`config.mk`:
```
export PLATFORM = sky130hd
export DESIGN_NAME = memload_mbox
export DESIGN_NICKNAME = d
export VERILOG_FILES = /design/src/rtl/mbox_pkg.sv /design/src/rtl/mbox_ctrl.sv /design/src/rtl/mbox_dpath.sv /design/src/rtl/memload_mbox.sv
export SDC_FILE = /design/constraint.sdc
export NUM_CORES = 1
export LEC_CHECK = 0
export BUFFER_PORTS_ARGS = -buffer_cell sky130_fd_sc_hd__buf_4
export CAP_MARGIN = 20
export CORE_MARGIN = 2
export CORE_UTILIZATION = 56
export DETAILED_ROUTE_END_ITERATION = 10
export PLACE_DENSITY = 0.83
export SLEW_MARGIN = 5
export SYNTH_ARGS = -nofsm -noshare
export SYNTH_HDL_FRONTEND = slang
export SYNTH_HIERARCHICAL = 1
export SYNTH_SLANG_ARGS = --single-unit
export TNS_END_PERCENT = 100
```
`constraint.sdc`:
```
create_clock -name clk -period 5.2 [get_ports clk]
set_clock_uncertainty 0.15 [all_clocks]
set_input_delay 0.26 -clock clk [delete_from_list [all_inputs] [get_ports clk]]
set_output_delay 0.26 -clock clk [all_outputs]
set_load 0.01 [all_outputs]
```
`src/rtl/mbox_pkg.sv`:
```
package mbox_pkg;
  localparam int REG_W  = 16;
  localparam int WORD_W = 32;
  localparam int CRC_W  = 16;
  localparam logic [CRC_W-1:0] CRC_POLY = 16'h1021;

  localparam logic [REG_W-1:0] OFF_CTRL   = 16'h0200;
  localparam logic [REG_W-1:0] OFF_CRC    = 16'h0201;
  localparam logic [REG_W-1:0] OFF_ADR_HI = 16'h0202;
  localparam logic [REG_W-1:0] OFF_ADR_LO = 16'h0203;
  localparam logic [REG_W-1:0] OFF_DAT_HI = 16'h0204;
  localparam logic [REG_W-1:0] OFF_DAT_LO = 16'h0205;

  localparam int BIT_EXEC  = 15;
  localparam int BIT_WRITE = 14;
  localparam int BIT_CLR   = 12;
  localparam int BIT_BUSY  = 8;

  typedef struct packed {
    logic wrAdrHi;
    logic wrAdrLo;
    logic wrDatHi;
    logic wrDatLo;
    logic crcClear;
    logic issue;
    logic complete;
  } mboxStrobe_t;
endpackage

```
`src/rtl/mbox_ctrl.sv`:
```
module mbox_ctrl
  import mbox_pkg::*;
(
  input  logic             clk,
  input  logic             rstN,
  input  logic             regWr,
  input  logic [REG_W-1:0] regAddr,
  input  logic [REG_W-1:0] regWdata,
  input  logic             memAck,
  output mboxStrobe_t      strb,
  output logic             busy
);
  logic ctrlHit;
  logic reqQ;

  assign ctrlHit = regWr && (regAddr == OFF_CTRL);

  always_comb begin
    strb          = '0;
    strb.wrAdrHi  = regWr && !reqQ && (regAddr == OFF_ADR_HI);
    strb.wrAdrLo  = regWr && !reqQ && (regAddr == OFF_ADR_LO);
    strb.wrDatHi  = regWr && !reqQ && (regAddr == OFF_DAT_HI);
    strb.wrDatLo  = regWr && !reqQ && (regAddr == OFF_DAT_LO);
    strb.crcClear = ctrlHit && regWdata[BIT_CLR];
    strb.issue    = ctrlHit && !reqQ && regWdata[BIT_EXEC] && regWdata[BIT_WRITE];
    strb.complete = reqQ && memAck;
  end

  always_ff @(posedge clk) begin
    if (!rstN)              reqQ <= 1'b0;
    else if (strb.issue)    reqQ <= 1'b1;
    else if (strb.complete) reqQ <= 1'b0;
  end

  assign busy = reqQ;

  // a pending request is held until acknowledged
  a_r3_req_held: assert property (@(posedge clk) disable iff (!rstN)
    (busy && !memAck) |=> busy);
  // no request appears without an accepted command
  a_r9_no_spurious_req: assert property (@(posedge clk) disable iff (!rstN)
    (!busy && !(ctrlHit && regWdata[BIT_EXEC] && regWdata[BIT_WRITE])) |=> !busy);
  // acknowledge of a pending request ends it
  a_r4_ack_ends_req: assert property (@(posedge clk) disable iff (!rstN)
    (busy && memAck) |=> !busy);
endmodule

```
`src/rtl/mbox_dpath.sv`:
```
module mbox_dpath
  import mbox_pkg::*;
#(
  parameter int ADDR_STEP = WORD_W / 8
) (
  input  logic              clk,
  input  logic              rstN,
  input  mboxStrobe_t       strb,
  input  logic              busy,
  input  logic [REG_W-1:0]  regAddr,
  input  logic [REG_W-1:0]  regWdata,
  output logic [REG_W-1:0]  regRdata,
  output logic [WORD_W-1:0] memAddr,
  output logic [WORD_W-1:0] memData
);
  localparam int HALF = WORD_W / 2;
  localparam int ALIGN = $clog2(ADDR_STEP);

  logic [WORD_W-1:0] adrQ;
  logic [WORD_W-1:0] datQ;
  logic [CRC_W-1:0]  crcQ;
  logic [CRC_W-1:0]  crcBase;
  logic [CRC_W-1:0]  crcFold;

  // Bit-serial fold of the whole word, most significant bit first.
  always_comb begin
    logic fb;
    crcBase = strb.crcClear ? '0 : crcQ;
    crcFold = crcBase;
    for (int i = WORD_W - 1; i >= 0; i--) begin
      fb      = crcFold[CRC_W-1] ^ datQ[i];
      crcFold = {crcFold[CRC_W-2:0], 1'b0} ^ (fb ? CRC_POLY : '0);
    end
  end

  always_ff @(posedge clk) begin
    if (!rstN) begin
      adrQ <= '0;
      datQ <= '0;
      crcQ <= '0;
    end else begin
      if (strb.wrAdrHi)  adrQ[WORD_W-1:HALF] <= regWdata;
      if (strb.wrAdrLo)  adrQ[HALF-1:0] <= {regWdata[HALF-1:ALIGN], {ALIGN{1'b0}}};
      if (strb.complete) adrQ <= adrQ + WORD_W'(ADDR_STEP);
      if (strb.wrDatHi)  datQ[WORD_W-1:HALF] <= regWdata;
      if (strb.wrDatLo)  datQ[HALF-1:0] <= regWdata;
      if (strb.issue)         crcQ <= crcFold;
      else if (strb.crcClear) crcQ <= '0;
    end
  end

  always_comb begin
    regRdata = '0;
    case (regAddr)
      OFF_CTRL:   regRdata[BIT_BUSY] = busy;
      OFF_CRC:    regRdata = crcQ;
      OFF_ADR_HI: regRdata = adrQ[WORD_W-1:HALF];
      OFF_ADR_LO: regRdata = adrQ[HALF-1:0];
      OFF_DAT_HI: regRdata = datQ[WORD_W-1:HALF];
      OFF_DAT_LO: regRdata = datQ[HALF-1:0];
      default:    regRdata = '0;
    endcase
  end

  assign memAddr = adrQ;
  assign memData = datQ;

  // memory address is always word aligned
  a_r2_aligned: assert property (@(posedge clk) disable iff (!rstN)
    memAddr[ALIGN-1:0] == '0);
  // completion advances the address by one word
  a_r4_advance: assert property (@(posedge clk) disable iff (!rstN)
    strb.complete |=> memAddr == $past(memAddr) + WORD_W'(ADDR_STEP));
  // port contents stay put while a request is outstanding
  a_r7_port_stable: assert property (@(posedge clk) disable iff (!rstN)
    (busy && !strb.complete) |=> ($stable(memAddr) && $stable(memData)));
  // a lone CRC reset leaves zero behind
  a_r6_crc_cleared: assert property (@(posedge clk) disable iff (!rstN)
    (strb.crcClear && !strb.issue) |=> crcQ == '0);
endmodule

```
`src/rtl/memload_mbox.sv`:
```
module memload_mbox
  import mbox_pkg::*;
(
  input  logic              clk,
  input  logic              rstN,
  input  logic              regWr,
  input  logic [REG_W-1:0]  regAddr,
  input  logic [REG_W-1:0]  regWdata,
  output logic [REG_W-1:0]  regRdata,
  output logic              memReq,
  output logic [WORD_W-1:0] memAddr,
  output logic [WORD_W-1:0] memData,
  input  logic              memAck
);
  mboxStrobe_t strb;
  logic        busy;

  mbox_ctrl u_ctrl (
    .clk(clk), .rstN(rstN), .regWr(regWr), .regAddr(regAddr),
    .regWdata(regWdata), .memAck(memAck), .strb(strb), .busy(busy)
  );

  mbox_dpath u_dpath (
    .clk(clk), .rstN(rstN), .strb(strb), .busy(busy), .regAddr(regAddr),
    .regWdata(regWdata), .regRdata(regRdata), .memAddr(memAddr), .memData(memData)
  );

  assign memReq = busy;
endmodule

```
# Word level (Yosys, flattened, before mapping)
# Index checks and enable logic that the tools add are counted.
# W data, S select, Z words.
# totals
register_bits	81
inputBits	36
elab_cells	134
# op_classes
addsub	1
n_mux	42
n_bitwise	64
n_eq_ne	6
n_reduce_logical	15
# ops
cell	n
$xor A16 B16 Y16	32
$mux W13	32
$eq A16 B10 Y1 const B	6
$mux W16	4
$pmux W8 S5	1
$pmux W7 S5	1
$add A32 B3 Y32 const B	1
$mux W32	1
$xor A1 B1 Y1	32
$logic_and A1 B1 Y1	11
$pmux W1 S6	1
$reduce_bool A2 Y1	3
$mux W1	2
$logic_not A1 Y1	1

# Logic depth before layout (Yosys ltp)
# Gate-level depths: netlist (run 1).
# logic_depth
word_depth	101
mapped_depth	13
depth_no_buf	11

# By module
# The synthesis (run 1) kept the hierarchy.
# by_module_without_submodules
module	cells_per_inst	area_each_um2	n_inst
mbox_dpath	557	5208.7	1
mbox_ctrl	24	187.7	1

# Least setup slack after synthesis (run 1)
# No wires, ideal clock.
# synth_timing
kind	input port to flip-flop
startpoint	input port regAddr[8]
endpoint	register u_dpath.crcQ[11]
required_ns	4.928
n_path_buf	1
path_stages	11
arrival_ns	3.544
path_slack_ns	1.383
path_cell_list	or4b_4 or3_4 nor3_1 buf_2 nor2_4 xnor3_2 xnor3_2 xnor2_4 xnor3_1 xnor2_1 o21ai_1
# synth_lines
element	line	rtl
from (decl)	memload_mbox.sv:7	input logic [REG_W-1:0] regAddr,
to (signal assigned)	mbox_dpath.sv:47	if (strb.issue) crcQ <= crcFold;
to (decl)	mbox_dpath.sv:21	logic [CRC_W-1:0] crcQ;

==> results of run 1 <==
-- layout by cell type, fill, tap and decap left out, drive strengths merged, types with 3 or more instances in the layout --
cell type,instances
a211oi,21
a21boi,3
a21oi,18
a221oi,3
a222oi,14
a22oi,14
a311oi,7
a31oi,3
and2,5
and3,12
buf,125
bufinv,4
clkbuf,9
dfxtp,79
inv,6
mux2i,36
nand2,43
nand2b,7
nand3,9
nand4,6
nor2,30
nor2b,49
nor3,19
nor3b,5
nor4,7
nor4b,3
o21ai,30
xnor2,62
xnor3,21
xor2,16
-- synth_stat cells, drive strengths merged (2+ instances only) --
master,instances,area (sq um)
dfxtp,79,1582
xnor2,62,621.8
nor2b,49,306.5
nand2,43,161.4
mux2i,36,360.4
nor2,30,130.1
o21ai,30,150.1
clkbuf,25,93.84
a211oi,21,157.7
xnor3,21,476.7
nor3,19,95.09
a21oi,18,90.09
xor2,16,147.7
a222oi,14,140.1
a22oi,14,105.1
and3,12,75.07
buf,9,60.05
nand3,9,45.04
a311oi,7,61.31
nand2b,7,43.79
nor4,7,56.30
nand4,6,37.54
and2,5,31.28
inv,5,18.77
nor3b,5,37.54
a21boi,3,22.52
a221oi,3,26.28
a31oi,3,18.77
nor4b,3,32.53
nand4b,2,17.52
o211ai,2,15.01
o221ai,2,17.52
xor3,2,48.79
-- where the power goes --
part	switching [mW]	internal, mW	leakage, nW
registers	0.00000964	0.604	0.636
logic	0.0335	0.0271	1.84
clock network	0.247	0.369	0.126
-- how the worst max path moves through the flow --
stage	start	to	slack, ns	cells past startpoint
6_report	regAddr[8]	u_dpath/crcQ[11]	1.45	13
5_1_grt	regAddr[8]	u_dpath/crcQ[11]	1.27	13
4_1_cts	regAddr[8]	u_dpath/crcQ[11]	1.49	13
3_5_place_dp	regAddr[8]	u_dpath/crcQ[11]	1.12	13
3_3_place_gp	regAddr[8]	u_dpath/crcQ[13]	1.18	13
2_1_floorplan	regAddr[8]	u_dpath/crcQ[11]	1.38	11
-- critical path, cell delays in order --
cell,delay (ns)
buf_4,0.12
or4b_4,0.53
or3_4,0.39
nor3_2,0.16
buf_4,0.32
nor2b_1,0.10
xnor2_1,0.16
xnor3_2,0.34
xnor3_2,0.48
xnor2_4,0.31
xnor3_1,0.42
xnor2_1,0.17
o21ai_1,0.07
-- registers in the layout, summed over array words and instances (netlist names) --
name,flops
u_dpath/memData,32
u_dpath/crcQ,16
u_dpath/memAddr,30
u_ctrl/busy,1
-- logic make-up (layout without fill, tap and decap cells) --
| kind of cell | Yosys count | count (layout) |
|---|---|---|
| XOR/XNOR | 101 | 101 |
| flip-flops | 79 | 79 |
| adder cells (fa/ha/maj) | 1 | 1 |
| other | 1 | 2 |
| multiplexers | 37 | 37 |
| AO/OA/AOI/OAI | 119 | 119 |
| AND/OR/NAND/NOR | 204 | 204 |
| buffers and inverters | 39 | 146 |
-- layer usage --
layer	track usage [%]	vias up	routed length (microns)
li1	-	2314	-
met5	0	-	0
met2	53.49	309	8310
met3	4.993	45	1562
met1	45.80	2455	6950
met4	13.64	0	480
-- through the flow --
stage,power (mW),hold WS (ns),instances
after floorplan,0.6403,0.2549,582
after global routing,1.316,0.04150,818
after CTS,1.285,0.02896,817
after detailed placement,0.6774,0.3423,801
after global placement,0.6759,0.3119,801
final,1.281,0.04419,818
-- final cells by class --
cell class	count	area (sq um)	share of cell area (%)
repair buffers	125	938.4	14.12
multi-input cells	464	3679	55.35
inverters	5	18.77	0.2824
flip-flops and latches	79	1582	23.80
well taps	129	161.4	2.428
clock inverters	7	143.9	2.165
clock buffers	9	123.9	1.864
==> reports/summary.md, run 1 <==
The number of top-level design ports is 117, and the transition at the pin with the smallest max-transition slack is 1.063 ns. The clock-pin slew on the worst setup and hold paths works out to 0.09 ns. The worst register-to-register path has a depth of 7.

The critical register-to-register path endpoint is u_dpath/crcQ[5]. In the synthesized netlist the dominant register cell turns out to be dfxtp_1. Port buffering added 114 buffers. The final estimated routing congestion in global placement was 0.9574.

For the worst setup path, the data arrival time is 3.85 ns. The via count of the first global-routing pass is 4,771, and the final period utilization is 72.13%. The fraction of registers with async set or reset after synthesis is 0%. The number of gates given a new drive strength after cts was 0; the average detailed-routed wire length per instance was 21.15 microns. In this run the cell area measured after placement is 0.006371 sq mm. Setup repair after global routing left no endpoint under its margin. For the setup slack of the critical path after layout, the log shows 1.449 ns. Critical path capture point type: a flop. The reg2reg setup slack is 2.13 ns. In this run the worst hold path is classified as input pin to flop. In the routed design, unresolved DRC markers number 0. The run gives 58.13% as the initial cell density of the core. For this run, the number of Yosys warnings is 6. For the count of distinct cell types in the synthesized netlist, the log shows 58. The logs give 1.120 ns for the pre-CTS setup slack and 71.59% for the post-layout utilization of the core. Using the TritonRoute via totals, the vias-per-cell ratio works out to 6.263. The die height works out to 102.2 microns. The summed instance area of the synthesized netlist came out at 0.005396 sq mm. CTS placed an instance of clkbuf_8 at the clock tree root. The number of CTS-inserted buffers is 9, and the worst max-slew margin expressed relative to the limit is 29.01%.

In the synthesized netlist, the number of instances is 581. The H-tree generated during clock tree synthesis spans 3 levels. The first detailed-routing pass ran for 9 iterations.

The worst path in the final design needs a cycle of 3.751 ns, including I/O delays and setup. The mean instance size in the synthesized netlist came out at 9.288 sq um. The routed layout has 5,123 vias. Summing the areas of all compound-gate instances in the mapped netlist gives 15.28% of the synthesized area. The tools report the wire length after detailed routing as 17,300 microns. Once the clock tree was built, the setup fixing pass inserted 0 buffers. After floorplanning, the core was sized to cover 0.009284 sq mm. In this run the critical register-to-register path is launched from u_dpath/memData[31]. The clock passes through at most 2 buffers. The run gives 576 as the initial DRC count. In this run, synthesis produced a sequential element count of 79.

The number of antenna diodes in the final layout is 0. The synthesized netlist devotes 21.03% of its cell area to simple gates. The critical path is of the input pin to flop type. The finished cells cover 0.006646 sq mm. The worst path required time came out at 5.30 ns.

Initial antenna violation count: 0. Clock tree synthesis found a total of 79 sinks. For the remaining global-route overflow, the log shows 0. Final number of hold-violating endpoints: 0. The die covers 0.01044 sq mm.

The fill cell instance count of the final layout is 705. The dominant combinational cell family by area after synthesis is XOR/XNOR gates. Setup violations remaining at the end of the flow were counted as 0.

Cells with a size suffix above 1 make up 24.67% of the layout. After routing, the total negative slack on setup checks comes to 0 ns. The logs give 12,920 microns for the final HPWL from detailed placement and 0 for the post-detailed-route count of antenna-violating nets. The area growth from synthesis to layout is 23.16%. The die extent in x came out at 102.2 microns. In the final design database the tool counted 721 nets. The total global routing track utilization was 33.51%; the max-slew violation total from the final report was 0. After Yosys synthesis, full adders, half adders and majority gates account for 0.2319% of the synthesized area. Counting flops with a built-in enable in the synthesized netlist gives 0. Derived from the worst setup path, the maximum achievable clock frequency is 266.6 MHz. The static leakage power is 2.606 nW.

The synthesized netlist devotes 24.00% of its cell area to XOR and XNOR gates. Clock latency on the worst-skew pair, taken at its later pin, is 0.36 ns. The floorplan has 35 rows.

The tools report the worst min-delay path startpoint as memAck. The run gives 0.1457 mV as the maximum ir drop on the vdd rail. The tool flagged a number of max-cap violations equal to 0.

The worst hold path passes through 3 cells. The run finished with clean final reports. Of the post-synthesis cell area, the part taken by muxes is 6.886%. The total power divided by cell area was 192.7 mW/mm^2; the post-cts hold buffer count was 0. The largest net degree at the start of global routing is 70, and the top fanout value on the critical path is 22. TritonCTS built the clock tree. The capture endpoint of the worst hold path was u_ctrl/busy.

STA classifies the critical path startpoint as an input pin. Summing the sequential cell areas from Yosys gives 29.31% of the chip area. The run gives 26,410 microns as the global-route wire length before repair.
No activity file was read; power rests on OpenSTA's default activity.
==> run 2, diff against run 1 <==
--- a/config.mk
+++ b/config.mk
@@ -8,9 +8,9 @@
 export BUFFER_PORTS_ARGS = -buffer_cell sky130_fd_sc_hd__buf_4
 export CAP_MARGIN = 20
 export CORE_MARGIN = 2
-export CORE_UTILIZATION = 56
+export CORE_UTILIZATION = 50
 export DETAILED_ROUTE_END_ITERATION = 10
-export PLACE_DENSITY = 0.83
+export PLACE_DENSITY = 0.78
 export SLEW_MARGIN = 5
 export SYNTH_ARGS = -nofsm -noshare
 export SYNTH_HDL_FRONTEND = slang
==> constraint.sdc (replaced) <==
create_clock -name clk -period 3.4 [get_ports clk]
set_clock_uncertainty 0.15 [all_clocks]
set_input_delay 0.17 -clock clk [delete_from_list [all_inputs] [get_ports clk]]
set_output_delay 0.17 -clock clk [all_outputs]
set_load 0.01 [all_outputs]
==> run 2 against run 1 <==
Against the previous run: hold slack lost 0.029 ns; flip-flop and latch count is the same; combinational power rose by 80%; wire length increased by 7.5%; critical path depth unchanged; via count is 5.5% higher; largest cell class unchanged; highest routed layer unchanged.
==> reports/summary.md, run 2 (same netlist as run 1, synthesis figures left out) <==
Net switching is 27.11% of the power. For this run, the slowest stage of the critical path takes 0.53 ns. Setup violations remaining at the end of the flow were counted as 0. The number of nets in the layout was 787.

The tree built by TritonCTS fans out to 79 sinks. In this run the critical register-to-register path is launched from u_dpath/memData[31]. The count of nets left with antenna violations once routing finished came out at 0. TritonCTS built the clock tree. The total power divided by cell area works out to 241.0 mW/mm^2.

The H-tree generated during clock tree synthesis spans 3 levels. The cell at the slowest stage of the critical path is or4b_4. The critical register-to-register path endpoint was u_dpath/crcQ[5]. The setup slack of the critical path after layout is 0.06500 ns. Across all layers, the routed design uses 5,406 vias. For the worst setup path, the data required time is 3.50 ns.

The total global routing track utilization came out at 31.67%. Net switching power of the design: 0.4688 mW. The row count is 37, and the reg2reg setup slack is 0.57 ns.

The transition at the pin with the smallest max-transition slack came out at 0.9073 ns. The worst setup path is of the input pin to flop kind. The top cell types in the final layout, fill and taps aside, are buf_4, dfxtp_1, xnor2_1, nor2b_1, nand2_1.

Compared with the post-synthesis result, the final layout area differs by 32.92%. The critical path goes through buf_4, or4b_4, or3_4, nor3_4, buf_12, nor2b_2, xnor2_1, xnor3_2, xor2_1, xnor2_4, xnor3_1, xnor2_1, o21ai_1. The worst reg-to-reg path cell count is 7. The congestion estimate from routability-driven global placement came to 1.003. The area of the core is 0.01042 sq mm. The critical path data arrival time was 3.44 ns; the source-to-sink clock delay at the later pin of the worst-skew pair was 0.37 ns.

For the relative contribution of the clock network to total power, the log shows 40.2%. The average detailed-routed wire length per instance is 20.87 microns. The tools report the worst min-delay path startpoint as regWdata[12]. The tightest min-delay check is of the input pin to flop type. Counting along the longest clock path gives a buffer depth of 2. The total instance count after detailed placement was 857.

Most common cell type on the critical path: xnor2_1. After layout, the worst path uses 98.09% of the clock period. Combinational logic burns 6.3% of the power. Count of non-filler cells in the finished layout: 891. The wire length after detailed routing was 18,600 microns.

Measured along the y axis, the die boundary spans 107.9 microns. Of all nets on the critical path, the largest fanout is 15. The die covers 0.01164 sq mm.

In this run the horizontal extent of the chip is 107.9 microns. The capture endpoint of the worst hold path is u_dpath/memData[12]. The initial antenna violation count is 0, and the maximum ir drop on the vdd rail is 0.1959 mV. For the worst hold margin, the log shows 0.01499 ns. The total internal power was 1.260 mW; the clock period minus worst slack was 3.335 ns. The pre-CTS setup slack is -0.2806 ns, and the number of input and output port buffers inserted is 114. The detailed-router iteration count before antenna repair is 6. Critical path capture point type: a flop. The logs give 53.5% for the sequential power share and 39.05% for the worst max-slew margin expressed relative to the limit.

The remaining global-route overflow is 0, and the max-slew violation total from the final report is 0. The register with the most flip-flops in the layout has 32 of them. Once layout is done, the placed cells without fillers occupy 0.007173 sq mm. Derived from the worst setup path, the maximum achievable clock frequency is 299.9 MHz. The initial DRC count is 742, and the via count of the first global-routing pass is 5,140. The repair_antennas step left the layout with diodes totalling 0. The run gives 117 as the number of top-level design ports. The tool flagged a number of max-cap violations equal to 0. The share of post-route cells with drive strength above 1 is 30.20%. The nature of the critical path startpoint was an input pin.

The hold-critical path depth is 3. Grouping stages by cell kind, the critical path spends the most delay in XOR/XNOR gates. Detailed placement finished with a half-perimeter wire length of 13,630 microns.

The detailed-route vias per instance works out to 6.067. The largest net degree at the start of global routing is 69, and the fill cell instance count of the final layout is 831. After clock tree synthesis, the clock-pin slew on the worst setup and hold paths is 0.10 ns. The number of CTS-inserted buffers was 9; the final number of hold-violating endpoints was 0. For the final routed database, the setup TNS stands at 0 ns.

Setup repair after global routing could not meet its margin everywhere. Leaving out fill and tap cells, the most frequent cell in the layout is buf_4. The run finished with clean final reports. Once the floorplan was initialized, standard cells occupied 51.81% of the core.

Static leakage power: 2.903 nW. After detailed routing, the number of remaining DRC violations is 0. The first global-routing pass estimated 27,950 microns of wire. Together, buffers and inverters on the worst path number 2.

Clock tree synthesis selected as its root buffer the cell clkbuf_8. Cell area after placement: 0.006777 sq mm.
[run 2: cell count changes in the layout (fill, tap and decap cells not counted), moves of 3 or more]
cell,before,now
xnor3_1,18,15
xnor2_1,53,50
dlygate4sd3_1,0,16
buf_4,125,174
bufinv_16,4,0
clkinv_4,0,3
xnor3_2,3,6
[run 2: final cells by class]
cell class / instances / area (sq um) / area share (%)
clock inverters: 7 / 65.06 / 0.9070
inverters: 5 / 18.77 / 0.2616
multi-input cells: 464 / 3727 / 51.96
repair buffers: 191 / 1486 / 20.72
well taps: 136 / 170.2 / 2.372
flip-flops and latches: 79 / 1582 / 22.05
clock buffers: 9 / 123.9 / 1.727
[run 2: worst max-delay path by stage]
stage | from | endpoint | slack (ns) | cells after the start
6_report | regAddr[8] | u_dpath/crcQ[11] | 0.07 | 13
5_1_grt | regAddr[8] | u_dpath/crcQ[13] | -0.03 | 13
4_1_cts | regAddr[8] | u_dpath/crcQ[13] | 0.04 | 13
3_5_place_dp | regAddr[8] | u_dpath/crcQ[13] | -0.28 | 13
3_3_place_gp | regAddr[8] | u_dpath/crcQ[13] | -0.20 | 13
2_1_floorplan | regAddr[8] | u_dpath/crcQ[11] | -0.04 | 12
[run 2: layer usage]
| metal | share of wire (%) | vias up | track usage [%] |
|---|---|---|---|
| met1 | 41 | 2584 | 42.09 |
| met3 | 7.9 | 56 | 3.329 |
| li1 | - | 2442 | - |
| met2 | 47 | 324 | 51.66 |
| met4 | 4.3 | 0 | 14.74 |
| met5 | 0 | - | 0 |
[run 2: what timing repair did]
item                                    in CTS  in global routing
endpoints found under the setup margin       0                  9
setup buffers                                0                  2
hold endpoints to repair                    34                  0
resized for setup                            0                  6
hold buffers                                16                  0
[run 2: tightest hold or removal path: stages]
cell and delay, ns:
buf_4 0.15, mux2i_1 0.09, nor2b_1 0.10
[run 2: power by group through the flow]
stage	clock network, mW	registers, mW	logic [mW]
CTS	0.702	0.924	0.106
global placement	0	0.946	0.0892
global route	0.733	0.925	0.115
finish	0.695	0.924	0.109
detailed placement	0	0.946	0.0923
floorplan	0	0.946	0.0336
[run 2: per-stage QoR]
| stage | utilization (%) | power [mW] |
|---|---|---|
| after floorplan | - | 0.9796 |
| after global placement | 65.06 | 1.035 |
| after detailed placement | 65.06 | 1.038 |
| after CTS | 68.41 | 1.733 |
| after global routing | 68.86 | 1.772 |
| final | 68.86 | 1.729 |
==> run 3, diff against run 2 <==
--- a/config.mk
+++ b/config.mk
@@ -10,7 +10,7 @@
 export CORE_MARGIN = 2
 export CORE_UTILIZATION = 50
 export DETAILED_ROUTE_END_ITERATION = 10
-export PLACE_DENSITY = 0.78
+export PLACE_DENSITY = 0.77
 export SLEW_MARGIN = 5
 export SYNTH_ARGS = -nofsm -noshare
 export SYNTH_HDL_FRONTEND = slang
==> run 3 against run 2 <==
Against the previous run: total power shrank 3.4%; critical path type unchanged; sequential share of layout area about the same; clock power down 8.5%; final area down 0.19%; cell count decreased by 0.11%; first-iteration DRC count decreased by 24%; non-clock buffer count fell by 1; setup slack improved by 0.011 ns; combinational power about the same.
==> reports/summary.md, run 3 (same netlist as run 1, synthesis figures left out) <==
The area growth from synthesis to layout is 32.67%. Summed over all layers, the routed wires come to 18,380 microns. For the final number of hold-violating endpoints, the log shows 0.

The row count came out at 37. In the layout the commonest cells are buf_4, dfxtp_1, xnor2_1, nor2b_1, nand2_1. Final HPWL from detailed placement: 13,790 microns. The number of DRC violations after detailed routing is 0, and the initial cell density of the core is 51.81%.

The logs give 69 for the largest net degree at the start of global routing and 561 for the initial DRC count. The number of CTS-inserted buffers was 9. Setup violations remaining at the end of the flow were counted as 0. The net switching fraction of the power came out at 25.76%. The total of max-cap violations is 0, and the worst hold margin is 0.01874 ns. The final period utilization works out to 97.77%. The transition at the pin with the smallest max-transition slack was 0.9824 ns. The run gives 0 as the remaining global-route overflow. The most common cell after layout, fill and taps aside is buf_4.

The detailed router placed 5,301 vias in this run. The pre-antenna-repair detailed-routing pass consisted of 5 iterations. The post-detailed-route count of antenna-violating nets is 0. The congestion estimate from routability-driven global placement came to 0.9586. Category of the critical setup timing path: input pin to flop. The initial antenna violation count is 0, and the top fanout value on the critical path is 14. Across all setup checks in the final design, the least slack found is 0.07575 ns.

The die is 107.9 microns wide. At the worst endpoint, the arrival time is 3.43 ns. The kind of path behind the tightest hold check was input pin to flop. The later pin in the worst-skew pair is clocked with a latency of 0.37 ns. For the net switching power of the design, the log shows 0.4303 mW. At the end of the flow, the number of nets in the layout was 786. The run gives 0.01042 sq mm as the area of the core.

The cell area after placement is 0.006761 sq mm, and the average detailed-routed wire length per instance is 20.65 microns. Setup repair after global routing could not meet its margin everywhere. The share of post-route cells with drive strength above 1 is 29.84%.

The flow ran to the end, and the final reports show no timing, DRC or antenna violations. The count of clock tree sinks was 79. Input and output buffers added on the ports amount to 114.

The static leakage power was 2.887 nW. Before CTS, the worst setup slack after placement is -0.2840 ns. The die covers 0.01164 sq mm.

For the global-route wire length before repair, the log shows 27,720 microns. Counting I/O delays and the setup requirement, the final critical path takes 3.324 ns. For the reg2reg setup slack, the log shows 0.52 ns.

In this run, flip-flops and latches consume 55.3% of the power. Dividing total power by cell area gives a power density of 233.3 mW/mm^2. The logs give 31.38% for the total global routing track utilization and 2 for the number of buffers on the longest clock path. For the fmax, the log shows 300.8 MHz.

The tools report the deepest level of the CTS H-tree as 3. STA puts the critical path data required time at 3.51 ns. In this run, the clock network consumes 38.1% of the power. Measured against its own limit, the worst slew margin works out to 34.00%. The register with the most flip-flops in the layout has 32 of them. The internal power of the cells totals 1.240 mW.

The power consumption was 1.670 mW. The antenna cell count is 0, and the maximum ir drop on the vdd rail is 0.1616 mV. The worst setup path is captured at a flop. Pin placement for this block handled 117 I/O pins.

The final cell area excluding filler cells is 0.007159 sq mm. The worst setup path is launched from an input pin. The detailed-route vias per instance is 5.956.

The max-slew violation total from the final report came out at 0. The via count of the first global-routing pass is 5,031, and the share of power burned in combinational logic is 6.6%. The die height works out to 107.9 microns. The clock-pin slew on the worst setup and hold paths works out to 0.08 ns. TritonCTS built the clock tree. In this run the clock root is driven by a clkbuf_8.
[run 3: cell count changes in the layout (fill, tap and decap cells not counted), sizes merged]
cell and change:
clkbuf +1, inv -3, dlygate4sd3 +1, buf -2
clkinvlp +2
[run 3: power by group through the flow]
stage               logic, mW  clock network, mW  registers (mW)
floorplan              0.0336                  0           0.946
global placement       0.0899                  0           0.946
detailed placement     0.0930                  0           0.946
CTS                     0.107              0.635           0.924
global route            0.116              0.674           0.924
finish                  0.110              0.636           0.924
[run 3: per-layer routing]
layer  track usage, %  part of all wire, %  vias to the layer above
li1                 -                    -                     2443
met1            41.63                   41                     2542
met2            53.28                   49                      288
met3            4.540                  8.4                       28
met4            8.608                  1.7                        0
met5                0                    0                        -
[run 3: through the flow]
stage | utilization, % | setup TNS [ns] | std cells
after floorplan | - | -0.07185 | 582
after global placement | 64.91 | -2.140 | 855
after detailed placement | 64.91 | -2.965 | 855
after CTS | 68.13 | 0 | 888
after global routing | 68.73 | -0.07573 | 890
final | 68.73 | 0 | 890
[run 3: worst paths after layout]
path | start | depth (start not counted) | to
max reg2reg | u_dpath/memData[31] | 8 | u_dpath/crcQ[5]
min | regWdata[14] | 3 | u_dpath/memData[14]
max | regAddr[8] | 13 | u_dpath/crcQ[5]
min reg2reg | u_dpath/crcQ[6] | 2 | u_dpath/crcQ[6]
[run 3: what timing repair did]
item / in CTS / in global routing
endpoints found under the hold margin: 38 / 0
resized for setup: 0 / 7
hold buffers: 17 / 0
endpoints found under the setup margin: 0 / 8
setup buffers: 0 / 2
[run 3: area by class of cell]
| class | count | area (sq um) |
|---|---|---|
| Fill cell | 812 | 3257 |
| Inverter | 5 | 18.77 |
| Clock buffer | 10 | 127.6 |
| Sequential cell | 79 | 1582 |
| Multi-Input combinational cell | 464 | 3742 |
| Clock inverter | 6 | 37.54 |
| Tap cell | 136 | 170.2 |
| Timing Repair Buffer | 190 | 1481 |
[run 3: critical path, stage by stage]
cell,delay (ns)
buf_4,0.11
or4b_4,0.54
or3_4,0.36
nor3_4,0.23
buf_12,0.18
nor2_4,0.05
xor2_1,0.14
buf_4,0.16
xor3_2,0.46
xnor3_2,0.52
xnor2_4,0.23
xor2_1,0.18
o21ai_1,0.08
